`src/rtl/io_dec_pkg.sv`:
```
package io_dec_pkg;
  localparam int ADDR_W = 16;
  localparam int PORTNUM_W = 8;

  // Active-high bus strobes, produced by the control module
  typedef struct packed {
    logic memRd;
    logic memWr;
    logic ioRd;
    logic ioWr;
  } busStrb_t;
endpackage

```
`src/rtl/io_dec_ctrl.sv`:
```
module io_dec_ctrl
  import io_dec_pkg::*;
(
  input  logic     memRdN,
  input  logic     memWrN,
  input  logic     ioRdN,
  input  logic     ioWrN,
  output busStrb_t strb
);
  always_comb begin
    strb.memRd = ~memRdN;
    strb.memWr = ~memWrN;
    strb.ioRd  = ~ioRdN;
    strb.ioWr  = ~ioWrN;
  end
endmodule

```
`src/rtl/io_dec_match.sv`:
```
module io_dec_match
  import io_dec_pkg::*;
#(
  parameter int NUM_PORTS = 6,
  parameter int IO_HALF = 0,
  parameter logic [NUM_PORTS-1:0][ADDR_W-1:0] PORT_BASE = '0,
  parameter logic [NUM_PORTS-1:0][ADDR_W-1:0] PORT_MASK = '0,
  parameter logic [NUM_PORTS-1:0] PORT_IO = '0,
  parameter logic [NUM_PORTS-1:0] PORT_WR = '0
) (
  input  logic                 clk,
  input  logic                 rstN,
  input  logic [ADDR_W-1:0]    busAddr,
  input  busStrb_t             strb,
  output logic [NUM_PORTS-1:0] hitVec
);
  logic [PORTNUM_W-1:0] portNum;

  generate
    if (IO_HALF == 0) begin : gLowHalf
      assign portNum = busAddr[PORTNUM_W-1:0];
    end else begin : gHighHalf
      assign portNum = busAddr[ADDR_W-1:ADDR_W-PORTNUM_W];
    end
  endgenerate

  generate
    for (genvar i = 0; i < NUM_PORTS; i++) begin : gPort
      logic qualify;
      logic addrOk;
      if (PORT_IO[i]) begin : gIoSpace
        assign qualify = PORT_WR[i] ? strb.ioWr : strb.ioRd;
        assign addrOk  = ((portNum ^ PORT_BASE[i][PORTNUM_W-1:0])
                          & PORT_MASK[i][PORTNUM_W-1:0]) == '0;
      end else begin : gMemSpace
        assign qualify = PORT_WR[i] ? strb.memWr : strb.memRd;
        assign addrOk  = ((busAddr ^ PORT_BASE[i]) & PORT_MASK[i]) == '0;
      end
      assign hitVec[i] = qualify & addrOk;
    end
  endgenerate

  // no active strobe, no match
  assert_idle_nohit_R6: assert property (@(posedge clk) disable iff (!rstN)
    !(strb.memRd || strb.memWr || strb.ioRd || strb.ioWr) |-> (hitVec == '0));

  // peripheral ports only on I/O strobes, memory ports only on memory strobes
  assert_io_space_R5: assert property (@(posedge clk) disable iff (!rstN)
    !(strb.ioRd || strb.ioWr) |-> ((hitVec & PORT_IO) == '0));
  assert_mem_space_R5: assert property (@(posedge clk) disable iff (!rstN)
    !(strb.memRd || strb.memWr) |-> ((hitVec & ~PORT_IO) == '0));
endmodule

```
`src/rtl/io_dec_prio.sv`:
```
module io_dec_prio #(
  parameter int NUM_PORTS = 6
) (
  input  logic                 clk,
  input  logic                 rstN,
  input  logic [NUM_PORTS-1:0] hitVec,
  output logic [NUM_PORTS-1:0] portSel,
  output logic                 conflict
);
  logic [NUM_PORTS-1:0] selNext;
  logic                 found;
  logic                 multiHit;

  always_comb begin
    selNext = '0;
    found   = 1'b0;
    for (int i = 0; i < NUM_PORTS; i++) begin
      if (hitVec[i] && !found) begin
        selNext[i] = 1'b1;
        found      = 1'b1;
      end
    end
  end

  assign multiHit = (hitVec & (hitVec - 1'b1)) != '0;

  always_ff @(posedge clk) begin
    if (!rstN) begin
      portSel  <= '0;
      conflict <= 1'b0;
    end else begin
      portSel  <= selNext;
      conflict <= multiHit;
    end
  end

  assert_onehot_R10: assert property (@(posedge clk) disable iff (!rstN)
    $onehot0(portSel));
  assert_conflict_R8: assert property (@(posedge clk) disable iff (!rstN)
    ($countones(hitVec) > 1) |=> conflict);
  assert_no_conflict_R8: assert property (@(posedge clk) disable iff (!rstN)
    ($countones(hitVec) <= 1) |=> !conflict);
  assert_latency_R9: assert property (@(posedge clk) disable iff (!rstN)
    (hitVec != '0) |=> (portSel != '0));
  assert_idle_out_R6: assert property (@(posedge clk) disable iff (!rstN)
    (hitVec == '0) |=> (portSel == '0));
endmodule

```
`src/rtl/io_port_decoder.sv`:
```
module io_port_decoder
  import io_dec_pkg::*;
#(
  parameter int NUM_PORTS = 6,
  parameter int IO_HALF = 0,
  // listed from the highest port index down to port 0
  parameter logic [NUM_PORTS-1:0][ADDR_W-1:0] PORT_BASE =
    {16'h8000, 16'h0080, 16'h0040, 16'h0040, 16'h8000, 16'h8000},
  parameter logic [NUM_PORTS-1:0][ADDR_W-1:0] PORT_MASK =
    {16'hF000, 16'h00F0, 16'h00FF, 16'h00FF, 16'hFFFF, 16'hFFFF},
  parameter logic [NUM_PORTS-1:0] PORT_IO = 6'b011100,
  parameter logic [NUM_PORTS-1:0] PORT_WR = 6'b001010
) (
  input  logic                 clk,
  input  logic                 rstN,
  input  logic [15:0]          busAddr,
  input  logic                 memRdN,
  input  logic                 memWrN,
  input  logic                 ioRdN,
  input  logic                 ioWrN,
  output logic [NUM_PORTS-1:0] portSel,
  output logic                 conflict
);
  busStrb_t             strb;
  logic [NUM_PORTS-1:0] hitVec;

  io_dec_ctrl u_ctrl (
    .memRdN(memRdN), .memWrN(memWrN), .ioRdN(ioRdN), .ioWrN(ioWrN),
    .strb(strb)
  );

  io_dec_match #(
    .NUM_PORTS(NUM_PORTS), .IO_HALF(IO_HALF),
    .PORT_BASE(PORT_BASE), .PORT_MASK(PORT_MASK),
    .PORT_IO(PORT_IO), .PORT_WR(PORT_WR)
  ) u_match (
    .clk(clk), .rstN(rstN), .busAddr(busAddr), .strb(strb), .hitVec(hitVec)
  );

  io_dec_prio #(.NUM_PORTS(NUM_PORTS)) u_prio (
    .clk(clk), .rstN(rstN), .hitVec(hitVec),
    .portSel(portSel), .conflict(conflict)
  );
endmodule

```
`config.mk`:
```
export PLATFORM = sky130hd
export DESIGN_NAME = io_port_decoder
export DESIGN_NICKNAME = d
export VERILOG_FILES = /design/src/rtl/io_dec_pkg.sv /design/src/rtl/io_dec_ctrl.sv /design/src/rtl/io_dec_match.sv /design/src/rtl/io_dec_prio.sv /design/src/rtl/io_port_decoder.sv
export SDC_FILE = /design/constraint.sdc
export NUM_CORES = 1
export LEC_CHECK = 0
export ABC_AREA = 1
export ABC_CLOCK_PERIOD_IN_PS = 1510
export CORE_AREA = 5 5 42 44
export DETAILED_ROUTE_END_ITERATION = 8
export DIE_AREA = 0 0 47 49
export GPL_ROUTABILITY_DRIVEN = 0
export GPL_TIMING_DRIVEN = 0
export PLACE_DENSITY = 0.71
export SETUP_SLACK_MARGIN = 0.4
export SLEW_MARGIN = 10
export SYNTH_ARGS = -nofsm -noshare
export SYNTH_HDL_FRONTEND = slang
export SYNTH_SLANG_ARGS = --single-unit
```
`constraint.sdc`:
```
create_clock -name clk -period 1.51 [get_ports clk]
set_input_delay 0.151 -clock clk [delete_from_list [all_inputs] [get_ports clk]]
set_output_delay 0.151 -clock clk [all_outputs]
set_load 0.005 [all_outputs]
```
After elaboration in Yosys (flattened, before gate mapping). Cells that the tools add are included.

Bits in registers: 7. Input bits: 22. Word-level logic and storage cells: 42.

$add $sub $neg: 1. Mux-type cells: 10. Bitwise logic cells: 14. Reduce and logical (&&, ||, !) cells: 15.

Operators by type and width (number): zero test 16 bit (2); zero test 8 bit (2); two-way mux 1 bit (10); NOT 1 bit (7); AND 1 bit (6); AND 6 bit (1); nonzero test 6 bit (1); subtractor 6 x 1 -> 6 bit, second input constant (1); logical AND 1 bit (5); zero test 1 bit (5).

Logic depth before layout (Yosys ltp). Gate-level depths: netlist (run 1).

Depth after elaboration: 19. Depth in mapped cells: 8. Depth with buffers taken out: 8.

By module. A second synthesis (run 1) with hierarchy kept.

Cell total of the unflattened synthesis: 69. Area, all modules: 401.6 um2.

By module, submodules not included: io_dec_prio (times used 1, cells an instance 35, area each 255.2 um2); io_dec_match (times used 1, cells an instance 30, area each 131.4 um2); io_dec_ctrl (times used 1, cells an instance 4, area each 15.0 um2).

Worst setup path after synthesis (run 1). No wires, ideal clock.

Path kind: input port to flip-flop. From: input port busAddr[3]. To: register u_prio.conflict. Library setup time: 66 ps. Data arrival time: 803 ps. Path slack: 641 ps. Stages: 7. Path buffers: 0. Path through: nor2_1 nand2_2 nor2_2 nand3_1 nand3_1 nand2_1 a21oi_2.

Word-level cells in the longest chain between the ends: 5. Elaborated cells between the ends (all ways): 9.

Ends and longest elaborated chain: start: declaration (line io_port_decoder.sv:16) `input logic [15:0] busAddr,`; zero test 16 bit or zero test 8 bit (tied branches) (line io_dec_match.sv:37, io_dec_match.sv:33); AND 1 bit (line io_dec_match.sv:39) `assign hitVec[i] = qualify & addrOk;`; subtractor 6 x 1 -> 6 bit (line io_dec_prio.sv:25) `assign multiHit = (hitVec & (hitVec - 1'b1)) != '0;`; AND 6 bit * (line io_dec_prio.sv:25); nonzero test 6 bit * (line io_dec_prio.sv:25); end signal: assignment (line io_dec_prio.sv:33) `conflict <= multiHit;`; end: declaration (line io_dec_prio.sv:8) `output logic conflict`.

Mark *: on every way between the ends. The rest lies on a longest branch, timed or not. A chain may end at the register's enable or synchronous reset.

Final worst setup path (run 1).
From: input port memRdN. To: register u_prio.portSel[5].

Word-level cells in the longest chain between the ends: 18. Elaborated cells between the ends (all ways): 19.

Ends and longest elaborated chain: start: declaration (line io_port_decoder.sv:17) `input logic memRdN,`; NOT 1 bit * (line io_dec_ctrl.sv:11) `strb.memRd = ~memRdN;`; AND 1 bit (line io_dec_match.sv:39); two-way mux 1 bit (line io_dec_prio.sv:18) `if (hitVec[i] && !found) begin`; zero test 1 bit (line io_dec_prio.sv:18); logical AND 1 bit (line io_dec_prio.sv:18); two-way mux 1 bit (line io_dec_prio.sv:18); zero test 1 bit (line io_dec_prio.sv:18); logical AND 1 bit (line io_dec_prio.sv:18); (+2 left out); logical AND 1 bit (line io_dec_prio.sv:18); two-way mux 1 bit (line io_dec_prio.sv:18); zero test 1 bit (line io_dec_prio.sv:18); logical AND 1 bit (line io_dec_prio.sv:18); two-way mux 1 bit (line io_dec_prio.sv:18); zero test 1 bit (line io_dec_prio.sv:18); logical AND 1 bit * (line io_dec_prio.sv:18); two-way mux 1 bit * (line io_dec_prio.sv:18); end signal: assignment (line io_dec_prio.sv:32) `portSel <= selNext;`; end: declaration (line io_dec_prio.sv:7) `output logic [NUM_PORTS-1:0] portSel,`.

Marks and branches as above.

==> impl_metrics.csv, run 1 <==
group,metric,value,unit
run_status,status,"completed",
timing,setup_viol,0,
timing,layout_min_cycle_time,1.04,ns
layout,nNetsFinal,118,
cts,cts_num_sinks,7,
pwr,ir_drop,0.184,mV
grt,busiest_layer,"met2",
placed_design,portBuffers,28,
grt,grt_pass1_wl,1500,um
timing,fin_setup_tns,0,ns
routing,drtPass1Iterations,1,
setup_path,critPathLaunchType,"primary input",
grt,grt_max_degree,6,
setup_path,cpPeakStageDelay,0.50,ns
setup_path,cp.depth,5,
die,start_util,28.1,%
setup_path,cp_cell_sequence,"clkdlybuf4s50_1 -> inv_2 -> o211ai_2 -> nand3_1 -> nor3b_2",
logic_synthesis,synth_most_common_cell,"nor2_1",
logic_synthesis,synth.net_count,78,
grt,grt.met3_usage,1.11,%
grt,grt.met1_usage,8.57,%
setup_path,crit_buf_inv,2,
cts,htree_levels,1,
logic_synthesis,ys_ff_latch,7,
logic_synthesis,synth_top_cell_by_area,"dfxtp_1",
logic_synthesis,synth_top_area_share,35.6,%
pwr,power.density,557,nW/um2
logic_synthesis,yosys-top-cells-area,"dfxtp_1 (36%), nor2_1 (12%), nand3_1 (10%)",
die,fp.dieH,49,um
grt,grt-ovfl-total,0,
pwr,leakage,0.000395,uW
routing,drt-initial-drc-count,0,
timing,rsz0062_at_grt,"no",
die,rows,14,
die,core,1400,um2
setup_path,critPathMaxFanout,5,
cts,root_buffer,"clkbuf_4",
die,die_w,47,um
logic_synthesis,yosys-top-cells-count,"nor2_1 (13), nand3_1 (8), dfxtp_1 (7), inv_1 (7), nand2_1 (6)",
grt,antenna_found_initial,0,
setup_path,cpLargestDelayFamily,"buffers and inverters",
timing,hold_viol,0,
setup_path,path_class,"primary input to register",
timing,fmax,961,MHz
logic_synthesis,ys_seq_area_share,35.6,%
die,pin_count,29,
grt,use_met2,16.1,%
cts,clkSlewWorstSetupHoldPaths,0.05,ns
cts,tritoncts,"done",
routing,route.vias.total,474,
timing,slew_headroom,87.9,%
worst_hold_path,hold_path_class,"primary input to register",
timing,finalWorstSetupSlack,0.469,ns
cts,cts_buffer_depth,2,
setup_path,slowest_stage,"clkdlybuf4s50_1",
routing,wl,1040,um
routing,drt-vias-per-instance,4.27,
placed_design,place_hpwl,817,um
logic_synthesis,syn_avg_cell_area,7.04,um2
logic_synthesis,synthCells,56,
worst_hold_path,min_path_cells,6,
timing,tightest_slew,0.181,ns
logic_synthesis,synthFlopType,"dfxtp_1",
logic_synthesis,async_flop_share,0,%
placed_design,post-place-ws,0.0838,ns
setup_path,required,1.68,ns
setup_path,crit_path_end_kind,"register",
layout,drive_above_1_share,29.5,%
timing,period_share,68.9,%
logic_synthesis,synth_edf_count,0,
grt,grt_use_total,9.01,%
setup_path,cp.arrival,1.21,ns
grt,grt_pass1_vias,447,
cts,cts_buffers,3,
routing,ant_nets,0,
routing,drc,0,
timing,slew_viol_final,0,
logic_synthesis,synth_warnings,0,
die,die_area,2300,um2
layout,areaGrowthSynthToFinish,97.5,%
layout,diodes,0,
routing,avgRoutedWirePerCell,9.39,um
logic_synthesis,syn_area,394,um2
logic_synthesis,synth.distinct_cells,14,
cts,cts_hold_buf,0,
flow_run,maxCapViolCount,0,
==> power breakdown <==
| part | total, uW | internal [uW] | switching, uW |
|---|---|---|---|
| logic | 88.0 | 51.7 | 36.3 |
| clock network | 160 | 100 | 59.7 |
| registers | 186 | 186 | 0.0926 |
| total | 434 | 338 | 96.0 |
==> logic make-up (layout without fill, tap and decap cells) <==
kind of cell | count (synthesis) | after routing | share of synthesized area, %
and+or+nand+nor | 40 | 40 | 52.4
DFF | 7 | 7 | 35.6
buffers and inverters | 7 | 46 | 6.67
AOI/OAI and AO/OA | 2 | 2 | 5.40
==> routing by layer <==
| metal | share of wire [%] | vias up | routed length (um) |
|---|---|---|---|
| met5 | 0 | - | 0 |
| met4 | 1.9 | 0 | 20 |
| met1 | 34 | 189 | 355 |
| li1 | - | 255 | - |
| met2 | 52 | 28 | 545 |
| met3 | 12 | 2 | 121 |
==> layout make-up <==
type | count | area [um2]
clock buffer | 4 | 26.3
fill | 160 | 623
inverter | 7 | 26.3
multi-input combinational | 42 | 253
sequential | 7 | 140
tap | 16 | 20.0
timing repair buffer | 35 | 313
==> path summary, 6_finish.rpt <==
check,start,endpoint,slack [ns]
setup / recovery,memRdN,u_prio.portSel[5],0.47
hold / removal,busAddr[11],u_prio.portSel[0],0.34
==> through the flow <==
stage / hold WS, ns / std cells / instance area, um2 / total power [uW] / utilization (%)
3_3_place_gp: 0.756 / 100 / 694 / 274 / 49.6
2_1_floorplan: 0.273 / 56 / 394 / 214 / -
6_report: 0.339 / 111 / 778 / 434 / 55.5
4_1_cts: 0.350 / 109 / 746 / 435 / 53.2
5_1_grt: 0.379 / 111 / 778 / 457 / 55.5
3_5_place_dp: 0.768 / 100 / 694 / 276 / 49.6
==> cells in the final DEF (no fill, tap or decap), drive strengths merged <==
cell           count
dlygate4sd2       20
nor2              19
nand3              9
nand2              9
buf                7
dfxtp              7
inv                7
clkdlybuf4s50      6
clkbuf             4
dlymetal6s2s       2
nand4              1
o211ai             1
nor3b              1
a21oi              1
nor3               1
==> flip-flops by register name, summed over array words and instances (netlist names) <==
register         cells
u_prio.portSel       6
u_prio.conflict      1
==> timing repair <==
| action | in CTS | in global routing |
|---|---|---|
| setup endpoints to repair | 9 | 2 |
| resized for setup | 23 | 6 |
| setup buffers | 5 | 2 |
| pin swaps | 19 | 7 |
No activity file was read; power rests on OpenSTA's default activity.
==> run 2, diff against run 1 <==
- ABC_CLOCK_PERIOD_IN_PS: 1510 -> 970
- clock period: 1.51 -> 0.97 ns (I/O delays scaled with it)
==> run 2 against run 1 <==
Effect of this change:
- sequential cell count unchanged
- design area up 8.2%
- die area unchanged
- sequential share of layout area down 1.2 points
- highest routed layer unchanged
- global-route usage up 1.8 points
- critical path depth down 4
- largest power group unchanged
- non-clock buffer count up 3
==> impl_metrics.csv, run 2 (synthesis results as in run 1) <==
group,metric,value,unit
setup_path,required,0.87,ns
grt,grt_pass1_wl,1790,um
setup_path,path_class,"register to output pin",
die,die_area,2300,um2
layout,max_flop_register,"u_prio.portSel",
routing,route.vias.total,514,
layout,multi_input_comb_area,349,um2
worst_hold_path,hold_path_class,"primary input to register",
pwr,switching_share,25.9,%
cts,cts_buffers,3,
setup_path,cp.arrival,0.67,ns
setup_path,cp_cell_sequence,"buf_6",
routing,drt-initial-drc-count,0,
cts,cts_hold_buf,0,
routing,drt-vias-per-instance,4.51,
die,pin_count,29,
routing,wl,1190,um
layout,diodes,0,
run_status,status,"completed",
die,start_util,28.1,%
layout,regArea,141,um2
die,fp.dieH,49,um
routing,avgRoutedWirePerCell,10.4,um
timing,hold_viol,0,
pwr,power.net_switching,187,uW
timing,fmax,1310,MHz
grt,antenna_found_initial,0,
grt,grt-ovfl-total,0,
layout,nNetsFinal,121,
setup_path,critPathMaxFanout,1,
die,core,1400,um2
cts,cts_num_sinks,7,
layout,largest_reg_flops,6,
pwr,p_total,723,uW
timing,period_share,78.7,%
cts,htree_levels,1,
layout,drive_above_1_share,74.5,%
setup_path,slowest_stage,"dfxtp_2",
pwr,power.density,859,nW/um2
cts,clkSlewWorstSetupHoldPaths,0.05,ns
layout,stdcell_count,114,
layout,most-common-layout-cells,"buf_2 (15), nor2_4 (9), buf_4 (9), buf_6 (8)",
setup_path,crit_path_end_kind,"output pin",
timing,setup_viol,0,
setup_path,cpLargestDelayFamily,"flip-flops",
routing,ant_nets,0,
setup_path,crit_buf_inv,1,
placed_design,dpl.cell_count,100,
timing,whs,0.189,ns
pwr,leakage,0.000385,uW
cts,root_buffer,"clkbuf_4",
grt,grt_pass1_vias,472,
layout,reg_top3,"u_prio.portSel (6), u_prio.conflict (1)",
cts,tritoncts,"done",
die,rows,14,
die,die_w,47,um
routing,drc,0,
timing,rsz0062_at_grt,"yes",
layout,fillers,140,
layout,final_common_cell,"buf_2",
grt,grt_use_total,10.8,%
setup_path,cpPeakStageDelay,0.31,ns
grt,grt_max_degree,6,
pwr,seqPwrFrac,40.0,%
placed_design,portBuffers,28,
pwr,clockPowerShare,36.0,%
timing,tightest_slew,0.201,ns
timing,slew_viol_final,0,
cts,cts_buffer_depth,2,
routing,drtPass1Iterations,1,
pwr,comb_power_share,24.0,%
flow_run,maxCapViolCount,0,
layout,areaGrowthSynthToFinish,114,%
timing,layout_min_cycle_time,0.763,ns
pwr,p_int,536,uW
pwr,ir_drop,0.306,mV
timing,slew_headroom,86.5,%
setup_path,critPathLaunchType,"register",
-- run 2: layout make-up --
class                   count  share of cell area [%]
clock buffers               4                    3.12
repair buffers             38                    33.1
multi-input cells          42                    41.5
inverters                   7                    3.12
well taps                  16                    2.38
flip-flops and latches      7                    16.8
-- run 2: per-layer routing --
| layer | GRT usage (%) | wire length [um] | vias up |
|---|---|---|---|
| met2 | 18.3 | 615 | 27 |
| met1 | 10.1 | 379 | 218 |
| met4 | 9.68 | 50 | 0 |
| li1 | - | - | 264 |
| met5 | 0 | 0 | - |
| met3 | 1.85 | 143 | 5 |
-- run 2: what timing repair did --
action,in CTS,in global routing
buffers inserted,7,3
pin swaps,23,17
setup endpoints to repair,14,13
resized for setup,109,18
cloned,0,0
-- run 2: power groups by stage --
stage / Combinational (uW) / Sequential (uW) / Clock (uW)
3_5_place_dp: 151 / 295 / 0
6_report: 174 / 289 / 261
2_1_floorplan: 46.7 / 295 / 0
5_1_grt: 188 / 289 / 282
3_3_place_gp: 150 / 295 / 0
4_1_cts: 148 / 289 / 267
-- run 2: worst paths after layout --
| kind | from | end | slack [ns] | depth (start not counted) |
|---|---|---|---|---|
| min | busAddr[6] | u_prio.portSel[4] | 0.19 | 4 |
| max | u_prio.portSel[2] | portSel[2] | 0.21 | 1 |
-- run 2: through the flow --
step | TNS [ns] | instance area [um2] | util (%) | setup slack [ns]
floorplan | 0 | 434 | - | 0.187
global placement | -1.79 | 734 | 52.4 | -0.378
detailed placement | -1.78 | 734 | 52.4 | -0.385
CTS | 0 | 758 | 54.1 | 0.194
global route | 0 | 842 | 60.1 | 0.159
finish | 0 | 842 | 60.1 | 0.207
==> run 3, diff against run 2 <==
- ABC_CLOCK_PERIOD_IN_PS: 970 -> 800
- clock period: 0.97 -> 0.8 ns (I/O delays scaled with it)
==> run 3 against run 2 <==
Effect of this change:
- sequential share of layout area grew 0.49 points
- clock power grew 15%
- sequential power grew 21%
- routed wire length decreased by 2.8%
- critical path depth rose by 7
- design area shrank 2.8%
- setup slack got worse by 0.15 ns
- via count decreased by 1.2%
- core utilization down 1.7 points
- die area is the same
- hold slack better by 0.023 ns
- critical endpoint is now u_prio.conflict
- largest cell class unchanged
- largest power group unchanged
==> impl_metrics.csv, run 3 (synthesis results as in run 1) <==
group,metric,value,unit
run_status,status,"completed",
layout,fillers,137,
timing,setup_viol,0,
layout,largest_reg_flops,6,
cts,cts_num_sinks,7,
cts,root_buffer,"clkbuf_4",
timing,slew_headroom,87.7,%
timing,tightest_slew,0.183,ns
routing,wl,1150,um
flow_run,maxCapViolCount,0,
layout,multi_input_comb_area,347,um2
setup_path,path_class,"primary input to register",
routing,drtPass1Iterations,4,
setup_path,critPathMaxFanout,3,
placed_design,dpl.cell_count,100,
setup_path,required,0.98,ns
grt,antenna_found_initial,0,
die,fp.dieH,49,um
layout,reg_top3,"u_prio.portSel (6), u_prio.conflict (1)",
timing,period_share,92.4,%
cts,cts_buffers,3,
pwr,leakage,0.000371,uW
timing,rsz0062_at_grt,"yes",
layout,regArea,141,um2
cts,clkSlewWorstSetupHoldPaths,0.05,ns
layout,nNetsFinal,118,
setup_path,cp.arrival,0.92,ns
worst_hold_path,hold_path_class,"primary input to register",
timing,finalWorstSetupSlack,0.0608,ns
placed_design,place_area,734,um2
setup_path,cp-startpoint,"busAddr[2]",
placed_design,post-place-ws,-0.542,ns
die,die_area,2300,um2
setup_path,endpoint,"u_prio.conflict",
cts,tritoncts,"done",
layout,final_common_cell,"buf_2",
die,die_w,47,um
routing,route.vias.total,508,
die,start_util,28.1,%
pwr,p_total,862,uW
setup_path,crit_path_end_kind,"register",
placed_design,portBuffers,28,
layout,stdcell_count,111,
routing,drc,0,
routing,avgRoutedWirePerCell,10.4,um
layout,drive_above_1_share,71.6,%
layout,max_flop_register,"u_prio.portSel",
routing,drt-initial-drc-count,3,
layout,diodes,0,
layout,most-common-layout-cells,"buf_2 (16), nor2_4 (10), nor2_1 (7), buf_6 (7), buf_4 (7)",
die,core,1400,um2
timing,slew_viol_final,0,
grt,grt_use_total,11.6,%
timing,layout_min_cycle_time,0.739,ns
pwr,power.density,1050,nW/um2
timing,fmax,1350,MHz
placed_design,place_hpwl,788,um
grt,grt_pass1_vias,530,
pwr,ir_drop,0.390,mV
cts,cts_buffer_depth,2,
die,pin_count,29,
die,rows,14,
grt,grt_pass1_wl,1930,um
grt,grt-ovfl-total,0,
grt,grt_max_degree,6,
timing,hold_viol,0,
layout,fin_area,818,um2
layout,post-route-util,58.4,%
routing,ant_nets,0,
routing,drt-vias-per-instance,4.58,
cts,htree_levels,1,
layout,areaGrowthSynthToFinish,108,%
setup_path,critPathLaunchType,"primary input",
run 3: per-layer routing:
metal,track usage (%),vias up,share of wire [%]
met5,0,-,0
met4,9.22,0,1.6
met3,1.85,2,9.5
met2,21.0,26,57
met1,10.2,221,32
li1,-,259,-
run 3: worst max-delay path, stage by stage:
cell      delay (ns)
buf_2           0.11
nor2_4          0.11
nand2_4         0.07
nor2_4          0.16
o211ai_4        0.11
nand3_1         0.09
nand2_1         0.06
a21oi_2         0.12
run 3: worst min-delay path by stage:
stage	start	to	slack [ns]	cells after the start
6_report	busAddr[14]	u_prio.portSel[0]	0.21	6
2_1_floorplan	rstN	u_prio.portSel[2]	0.19	2
3_3_place_gp	rstN	u_prio.portSel[2]	0.69	3
4_1_cts	busAddr[14]	u_prio.portSel[1]	0.20	6
5_1_grt	busAddr[14]	u_prio.portSel[0]	0.23	6
3_5_place_dp	rstN	u_prio.portSel[2]	0.69	3
run 3: final cells by class:
type | instances | share of cell area, %
sequential | 7 | 17.3
clock buffer | 4 | 3.21
multi-input combinational | 42 | 42.4
tap | 16 | 2.45
inverter | 7 | 3.21
timing repair buffer | 35 | 31.5
run 3: repair_timing:
item | in CTS | in global routing
hold buffers | 0 | 0
resized for setup | 122 | 4
pin swaps | 25 | 7
endpoints found under the setup margin | 14 | 14
setup buffers | 7 | 0
run 3: where the power goes:
part | total, uW | internal [uW] | switching [uW]
clock | 301 | 189 | 112
combinational | 210 | 108 | 102
sequential | 351 | 351 | 0.192
run 3: per-stage QoR:
step | hold WS (ns) | TNS (ns)
CTS | 0.198 | 0
floorplan | 0.194 | 0
detailed placement | 0.693 | -3.28
global placement | 0.685 | -3.21
global route | 0.234 | -0.00136
finish | 0.213 | 0
